===== src/rtl/pcb_pkg.sv =====
package pcb_pkg;

    localparam int ADDR_W    = 6;
    localparam int MAX_CTR   = 16;
    localparam int VIEW_EN_B = 0;
    localparam int VIEW_IE_B = 1;

    typedef enum logic [1:0] {
        REGION_SHARED = 2'b00,
        REGION_VIEW   = 2'b01,
        REGION_COUNT  = 2'b10,
        REGION_NONE   = 2'b11
    } region_e;

    localparam logic [3:0] OFS_ENABLE = 4'h0;
    localparam logic [3:0] OFS_STATUS = 4'h1;
    localparam logic [3:0] OFS_IRQEN  = 4'h2;

    typedef struct packed {
        region_e    region;
        logic [3:0] idx;
    } decode_t;

    typedef struct packed {
        logic adv;
        logic ld;
    } ctr_cmd_t;

    function automatic decode_t pcb_decode(input logic [ADDR_W-1:0] a);
        decode_t d;
        d.region = region_e'(a[5:4]);
        d.idx    = a[3:0];
        return d;
    endfunction

    function automatic logic shared_hit(input decode_t d, input logic [3:0] ofs);
        return (d.region == REGION_SHARED) && (d.idx == ofs);
    endfunction

endpackage


===== src/rtl/pcb_ctrl_regs.sv =====
module pcb_ctrl_regs
    import pcb_pkg::*;
#(
    parameter int N_CTR = 4
) (
    input  logic             clk,
    input  logic             rst,
    input  logic             wr_en,
    input  decode_t          wr_dec,
    input  logic [N_CTR-1:0] wr_bits,
    output logic [N_CTR-1:0] en_q,
    output logic [N_CTR-1:0] ie_q
);
    localparam int IDX_W = $clog2(N_CTR);

    logic central_en_wr;
    logic central_ie_wr;
    logic view_wr;
    logic [IDX_W-1:0] vidx;

    assign central_en_wr = wr_en && shared_hit(wr_dec, OFS_ENABLE);
    assign central_ie_wr = wr_en && shared_hit(wr_dec, OFS_IRQEN);
    assign view_wr       = wr_en && (wr_dec.region == REGION_VIEW)
                           && (int'(wr_dec.idx) < N_CTR);
    assign vidx          = wr_dec.idx[IDX_W-1:0];

    // One storage bit per counter; the central write is applied last so it wins.
    always_ff @(posedge clk) begin
        if (rst) begin
            en_q <= '0;
            ie_q <= '0;
        end else begin
            if (view_wr) begin
                en_q[vidx] <= wr_bits[VIEW_EN_B];
                ie_q[vidx] <= wr_bits[VIEW_IE_B];
            end
            if (central_en_wr) en_q <= wr_bits;
            if (central_ie_wr) ie_q <= wr_bits;
        end
    end
endmodule


===== src/rtl/pcb_counter.sv =====
module pcb_counter
    import pcb_pkg::*;
#(
    parameter int CTR_W = 16
) (
    input  logic             clk,
    input  logic             rst,
    input  ctr_cmd_t         cmd,
    input  logic [CTR_W-1:0] ld_val,
    output logic [CTR_W-1:0] cnt_q,
    output logic             ovf_evt
);
    localparam logic [CTR_W-1:0] BELOW_TOP = {1'b0, {(CTR_W-1){1'b1}}};

    // Top bit rises only on the step out of the value just below half range.
    assign ovf_evt = cmd.adv && !cmd.ld && (cnt_q == BELOW_TOP);

    always_ff @(posedge clk) begin
        if (rst)          cnt_q <= '0;
        else if (cmd.ld)  cnt_q <= ld_val;
        else if (cmd.adv) cnt_q <= cnt_q + 1'b1;
    end
endmodule


===== src/rtl/pcb_status.sv =====
module pcb_status #(
    parameter int N_CTR = 4
) (
    input  logic             clk,
    input  logic             rst,
    input  logic [N_CTR-1:0] set_i,
    input  logic [N_CTR-1:0] clr_i,
    input  logic [N_CTR-1:0] ie_i,
    output logic [N_CTR-1:0] st_q,
    output logic             irq_o
);
    always_ff @(posedge clk) begin
        if (rst) st_q <= '0;
        else     st_q <= (st_q & ~clr_i) | set_i;
    end

    assign irq_o = |(st_q & ie_i);
endmodule


===== src/rtl/perf_ctr_bank.sv =====
module perf_ctr_bank
    import pcb_pkg::*;
#(
    parameter int N_CTR = 4,
    parameter int CTR_W = 16
) (
    input  logic                 clk,
    input  logic                 rst,
    input  logic                 freeze_i,
    input  logic [N_CTR-1:0]     inc_i,
    input  logic                 wr_en_i,
    input  logic [ADDR_W-1:0]    wr_addr_i,
    input  logic [CTR_W-1:0]     wr_data_i,
    input  logic [ADDR_W-1:0]    rd_addr_i,
    output logic [CTR_W-1:0]     rd_data_o,
    output logic                 irq_o
);
    localparam int IDX_W = $clog2(N_CTR);

    decode_t wr_dec;
    decode_t rd_dec;
    logic [N_CTR-1:0]       en_q;
    logic [N_CTR-1:0]       ie_q;
    logic [N_CTR-1:0]       st_q;
    logic [N_CTR-1:0]       ovf_evt;
    logic [N_CTR-1:0]       st_clr;
    logic [CTR_W-1:0]       cnt [N_CTR];
    logic [N_CTR*CTR_W-1:0] cnt_flat;

    assign wr_dec = pcb_decode(wr_addr_i);
    assign rd_dec = pcb_decode(rd_addr_i);

    pcb_ctrl_regs #(.N_CTR(N_CTR)) u_ctrl (
        .clk     (clk),
        .rst     (rst),
        .wr_en   (wr_en_i),
        .wr_dec  (wr_dec),
        .wr_bits (wr_data_i[N_CTR-1:0]),
        .en_q    (en_q),
        .ie_q    (ie_q)
    );

    for (genvar i = 0; i < N_CTR; i++) begin : g_ctr
        ctr_cmd_t cmd;
        assign cmd.ld  = wr_en_i && (wr_dec.region == REGION_COUNT) && (wr_dec.idx == 4'(i));
        assign cmd.adv = inc_i[i] && en_q[i] && !freeze_i;

        pcb_counter #(.CTR_W(CTR_W)) u_cnt (
            .clk     (clk),
            .rst     (rst),
            .cmd     (cmd),
            .ld_val  (wr_data_i),
            .cnt_q   (cnt[i]),
            .ovf_evt (ovf_evt[i])
        );
        assign cnt_flat[i*CTR_W +: CTR_W] = cnt[i];
    end

    assign st_clr = (wr_en_i && shared_hit(wr_dec, OFS_STATUS)) ? wr_data_i[N_CTR-1:0] : '0;

    pcb_status #(.N_CTR(N_CTR)) u_status (
        .clk   (clk),
        .rst   (rst),
        .set_i (ovf_evt),
        .clr_i (st_clr),
        .ie_i  (ie_q),
        .st_q  (st_q),
        .irq_o (irq_o)
    );

    always_comb begin
        rd_data_o = '0;
        unique case (rd_dec.region)
            REGION_SHARED: begin
                if (rd_dec.idx == OFS_ENABLE)      rd_data_o[N_CTR-1:0] = en_q;
                else if (rd_dec.idx == OFS_STATUS) rd_data_o[N_CTR-1:0] = st_q;
                else if (rd_dec.idx == OFS_IRQEN)  rd_data_o[N_CTR-1:0] = ie_q;
            end
            REGION_VIEW: begin
                if (int'(rd_dec.idx) < N_CTR) begin
                    rd_data_o[VIEW_EN_B] = en_q[rd_dec.idx[IDX_W-1:0]];
                    rd_data_o[VIEW_IE_B] = ie_q[rd_dec.idx[IDX_W-1:0]];
                end
            end
            REGION_COUNT: begin
                if (int'(rd_dec.idx) < N_CTR) rd_data_o = cnt[rd_dec.idx[IDX_W-1:0]];
            end
            default: rd_data_o = '0;
        endcase
    end
endmodule


===== config.mk =====
export PLATFORM = sky130hd
export DESIGN_NAME = perf_ctr_bank
export DESIGN_NICKNAME = d
export VERILOG_FILES = /design/src/rtl/pcb_pkg.sv /design/src/rtl/pcb_ctrl_regs.sv /design/src/rtl/pcb_counter.sv /design/src/rtl/pcb_status.sv /design/src/rtl/perf_ctr_bank.sv
export SDC_FILE = /design/constraint.sdc
export NUM_CORES = 1
export LEC_CHECK = 0
export BUFFER_PORTS_ARGS = -buffer_cell sky130_fd_sc_hd__buf_4
export CORE_MARGIN = 5
export CORE_UTILIZATION = 55
export CTS_CLUSTER_SIZE = 40
export DETAILED_ROUTE_END_ITERATION = 16
export MAX_ROUTING_LAYER = met4
export PLACE_DENSITY = 0.75
export RECOVER_POWER = 25
export SYNTH_ARGS = -nofsm -noshare
export SYNTH_HDL_FRONTEND = slang
export SYNTH_SLANG_ARGS = --single-unit

===== constraint.sdc =====
create_clock -name clk -period 2.2 [get_ports clk]
set_input_delay 0.33 -clock clk [delete_from_list [all_inputs] [get_ports clk]]
set_output_delay 0.33 -clock clk [all_outputs]
set_load 0.1 [all_outputs]

==> summary.md <==
| Metric | Value |
|---|---|
| Starting Density | 56.7% |
| PwrDens | 523 nW/um^2 |
| P&R area growth vs syn | 16.7% |
| Max Freq | 462 MHz |
| First-pass GRT wire length | 24.3 mm |
| Final #Nets | 679 |
| Post-synthesis sequential area ratio | 30.5% |
| Most common cell after layout, fill and taps aside | nor2_1 |
| GRT Total Usage | 28.2% |
| DIE HEIGHT | 105 microns |
| Worst path slowest cell | mux4_1 |
| Critical path required time | 1870 ps |
| DRC viols | 0 |
| Die area | 11100 sq um |
| Initial antenna violation count | 0 |
| Worst-margin pin slew | 1040 ps |
| Syn Nets | 638 |
| Vias in the first global route | 4662 |
| Fin crit share | 98.5% |
| Final hold slack | 283 ps |
| MaxCap Viol Count | 0 |
| Hold Crit Class | input port to register |
| Site Rows | 34 |
| Post-DP HPWL | 11.4 mm |
| First DRT Iteration DRCs | 568 |
| Largest net degree at the start of global routing | 42 |
| Post-route insts no fill | 752 |
| CP cell instances | mux4_1 -> nand2b_1 -> and3_2 -> buf_4 |
| Final hold vios | 0 |
| Core ar. | 8810 sq um |
| Slew margin rel. | 30.6% |
| Vias per inst | 6.68 |
| TritonCTS Buffers | 9 |
| Most frequent cells in the layout | nor2_1 (79), dfxtp_1 (72), buf_4 (59) |
| First drt pass iteration count | 6 |
| Max incr delay on CP | 510 ps |
| Flop2flop setup slack | 170 ps |
| CP endpoint kind | primary output |
| CTS Buffer Depth | 2 |
| Status | completed |
| Post-Place Cells | 736 |
| Asr flop ratio synth | 0% |
| Post-Route WL | 15.3 mm |
| Mapped Cells | 598 |
| Final Skew | 7.17 ps |
| Cell Area, Synth | 4990 sq um |
| RSZ-0062 raised after global routing | no |
| Syn avg cell area | 8.35 sq um |
| Crit Path Category | register to primary output |
| Share of layout cells above drive strength 1 | 18.8% |
| CTS Root Cell | clkbuf_8 |
| Startpoint Class | register |
| CTS clk-pin slew, worst paths | 80 ps |
| CTS sink cnt | 76 |
| Ys Warns | 0 |
| Dominant synthesized flop cell | dfxtp_1 |
| Post-synthesis register bit count | 76 |
| Gr ovfl total | 0 |
| EDFF count, synth | 0 |
| Final critical-path required period | 2170 ps |
| Port buffer count | 52 |
| Final number of setup-violating endpoints | 0 |
| H-tree levels | 3 |
| Leakage | 2.02 nW |
| Antenna Cells | 0 |
| Via count | 5022 |
| Top cell family by delay on the critical path | multiplexers |
| Crit path DAT | 1840 ps |
| DR WL/cell | 20.3 microns |
| Routability Congestion | 0.919 |
| Peak VDD IR | 302 uV |
| CP max FO | 6 |
| I/O pin total | 53 |
| Slew Limit Fails | 0 |
| Crit path buf inv count | 1 |
| Clk_lat worst skew | 360 ps |
| Post-route ant nets | 0 |
| Die width | 105 microns |
| CTS tree | yes |
| Yosys cell types | 54 |
## final cells by class
| cell class | instances | area, sq um |
|---|---|---|
| Tap cell | 108 | 135 |
| Clock inverter | 4 | 95.1 |
| Fill cell | 741 | 2980 |
| Multi-Input combinational cell | 457 | 3270 |
| Inverter | 22 | 82.6 |
| Timing Repair Buffer | 73 | 563 |
| Clock buffer | 12 | 155 |
| Sequential cell | 76 | 1530 |
## worst min-delay path: stages
cell	delay, ps
buf_4	130
nand3_1	70
nand3_1	70
## sequential cells by signal, summed over array words and instances, names as in the netlist
name               flops
g_ctr.u_cnt.cnt_q     64
u_status.st_q          4
u_ctrl.en_q            4
u_ctrl.ie_q            4
## synth_stat cells, types with 3 or more instances
library cell | count | area share, %
nor2_1 | 78 | 5.9
dfxtp_1 | 76 | 30
a211oi_1 | 39 | 5.9
clkbuf_1 | 38 | 2.9
nand3_1 | 38 | 3.8
nand2_1 | 26 | 2.0
nand4_1 | 24 | 3.0
a311oi_1 | 22 | 3.9
inv_1 | 22 | 1.7
xnor2_1 | 20 | 3.5
and3_1 | 19 | 2.4
mux4_2 | 17 | 7.7
o21ai_0 | 17 | 1.7
xor2_1 | 17 | 3.0
a21oi_1 | 13 | 1.3
or4_1 | 12 | 1.8
nor4_1 | 10 | 1.3
o31ai_1 | 10 | 1.5
nor3_1 | 9 | 0.90
or3_1 | 9 | 1.1
nand3b_1 | 8 | 1.2
nor2b_1 | 7 | 0.88
and4_1 | 6 | 1.1
a2111oi_0 | 5 | 0.88
and3b_1 | 5 | 0.88
mux2i_1 | 5 | 1.0
buf_2 | 4 | 0.40
ha_1 | 4 | 1.0
a2111o_1 | 3 | 0.68
and2_1 | 3 | 0.38
nand4b_1 | 3 | 0.53
## logic make-up (layout without fill, tap and decap cells)
kind of cell	Yosys count	after routing	synth area share, %
buffers and inverters	65	111	4.98
flip-flops	76	76	30.5
XOR/XNOR	37	37	6.49
AO/OA/AOI/OAI	122	122	18.0
adder cells (fa/ha/maj)	4	4	1.00
AND/OR/NAND/NOR	271	271	29.9
multiplexers	23	23	9.19
## power by group
part           switching (W)  leakage (nW)  internal (W)
Combinational       0.000179          1.28      0.000117
Sequential         0.0000215         0.615       0.00139
Clock               0.000529         0.127      0.000815
## path summary, 6_finish.rpt
kind / start / end / cells past startpoint
setup / recovery: g_ctr[1].u_cnt.cnt_q[2] / rd_data_o[2] / 4
hold / removal: wr_data_i[11] / g_ctr[1].u_cnt.cnt_q[11] / 3
setup reg to reg: g_ctr[2].u_cnt.cnt_q[2] / g_ctr[2].u_cnt.cnt_q[15] / 4
hold reg to reg: u_ctrl.en_q[0] / u_ctrl.en_q[0] / 2
## repair_timing
action	CTS	global route
setup endpoints to repair	2	3
gates resized for setup	5	5
hold buffers	0	0
buffers inserted	0	0
endpoints found under the hold margin	0	0
## routing by layer
layer / track usage [%] / share of wire [%] / vias up
met5: - / 0 / -
met4: 5.90 / 1.2 / 0
met3: 4.83 / 9.8 / 19
met2: 44.4 / 47 / 215
met1: 38.4 / 42 / 2417
li1: - / - / 2371
## metrics by stage
step                      setup slack, ps  setup TNS (ps)  util, %  area, sq um  total power (W)
final                                33.7               0     66.2         5830          0.00305
after global routing                 2.14               0     66.2         5830          0.00313
after CTS                            3.96               0     66.5         5860          0.00306
after detailed placement              152               0     63.5         5590          0.00173
after global placement                175               0     63.5         5590          0.00173
after floorplan                      -171            -193        -         5070          0.00160
No activity file was read; power rests on OpenSTA's default activity.
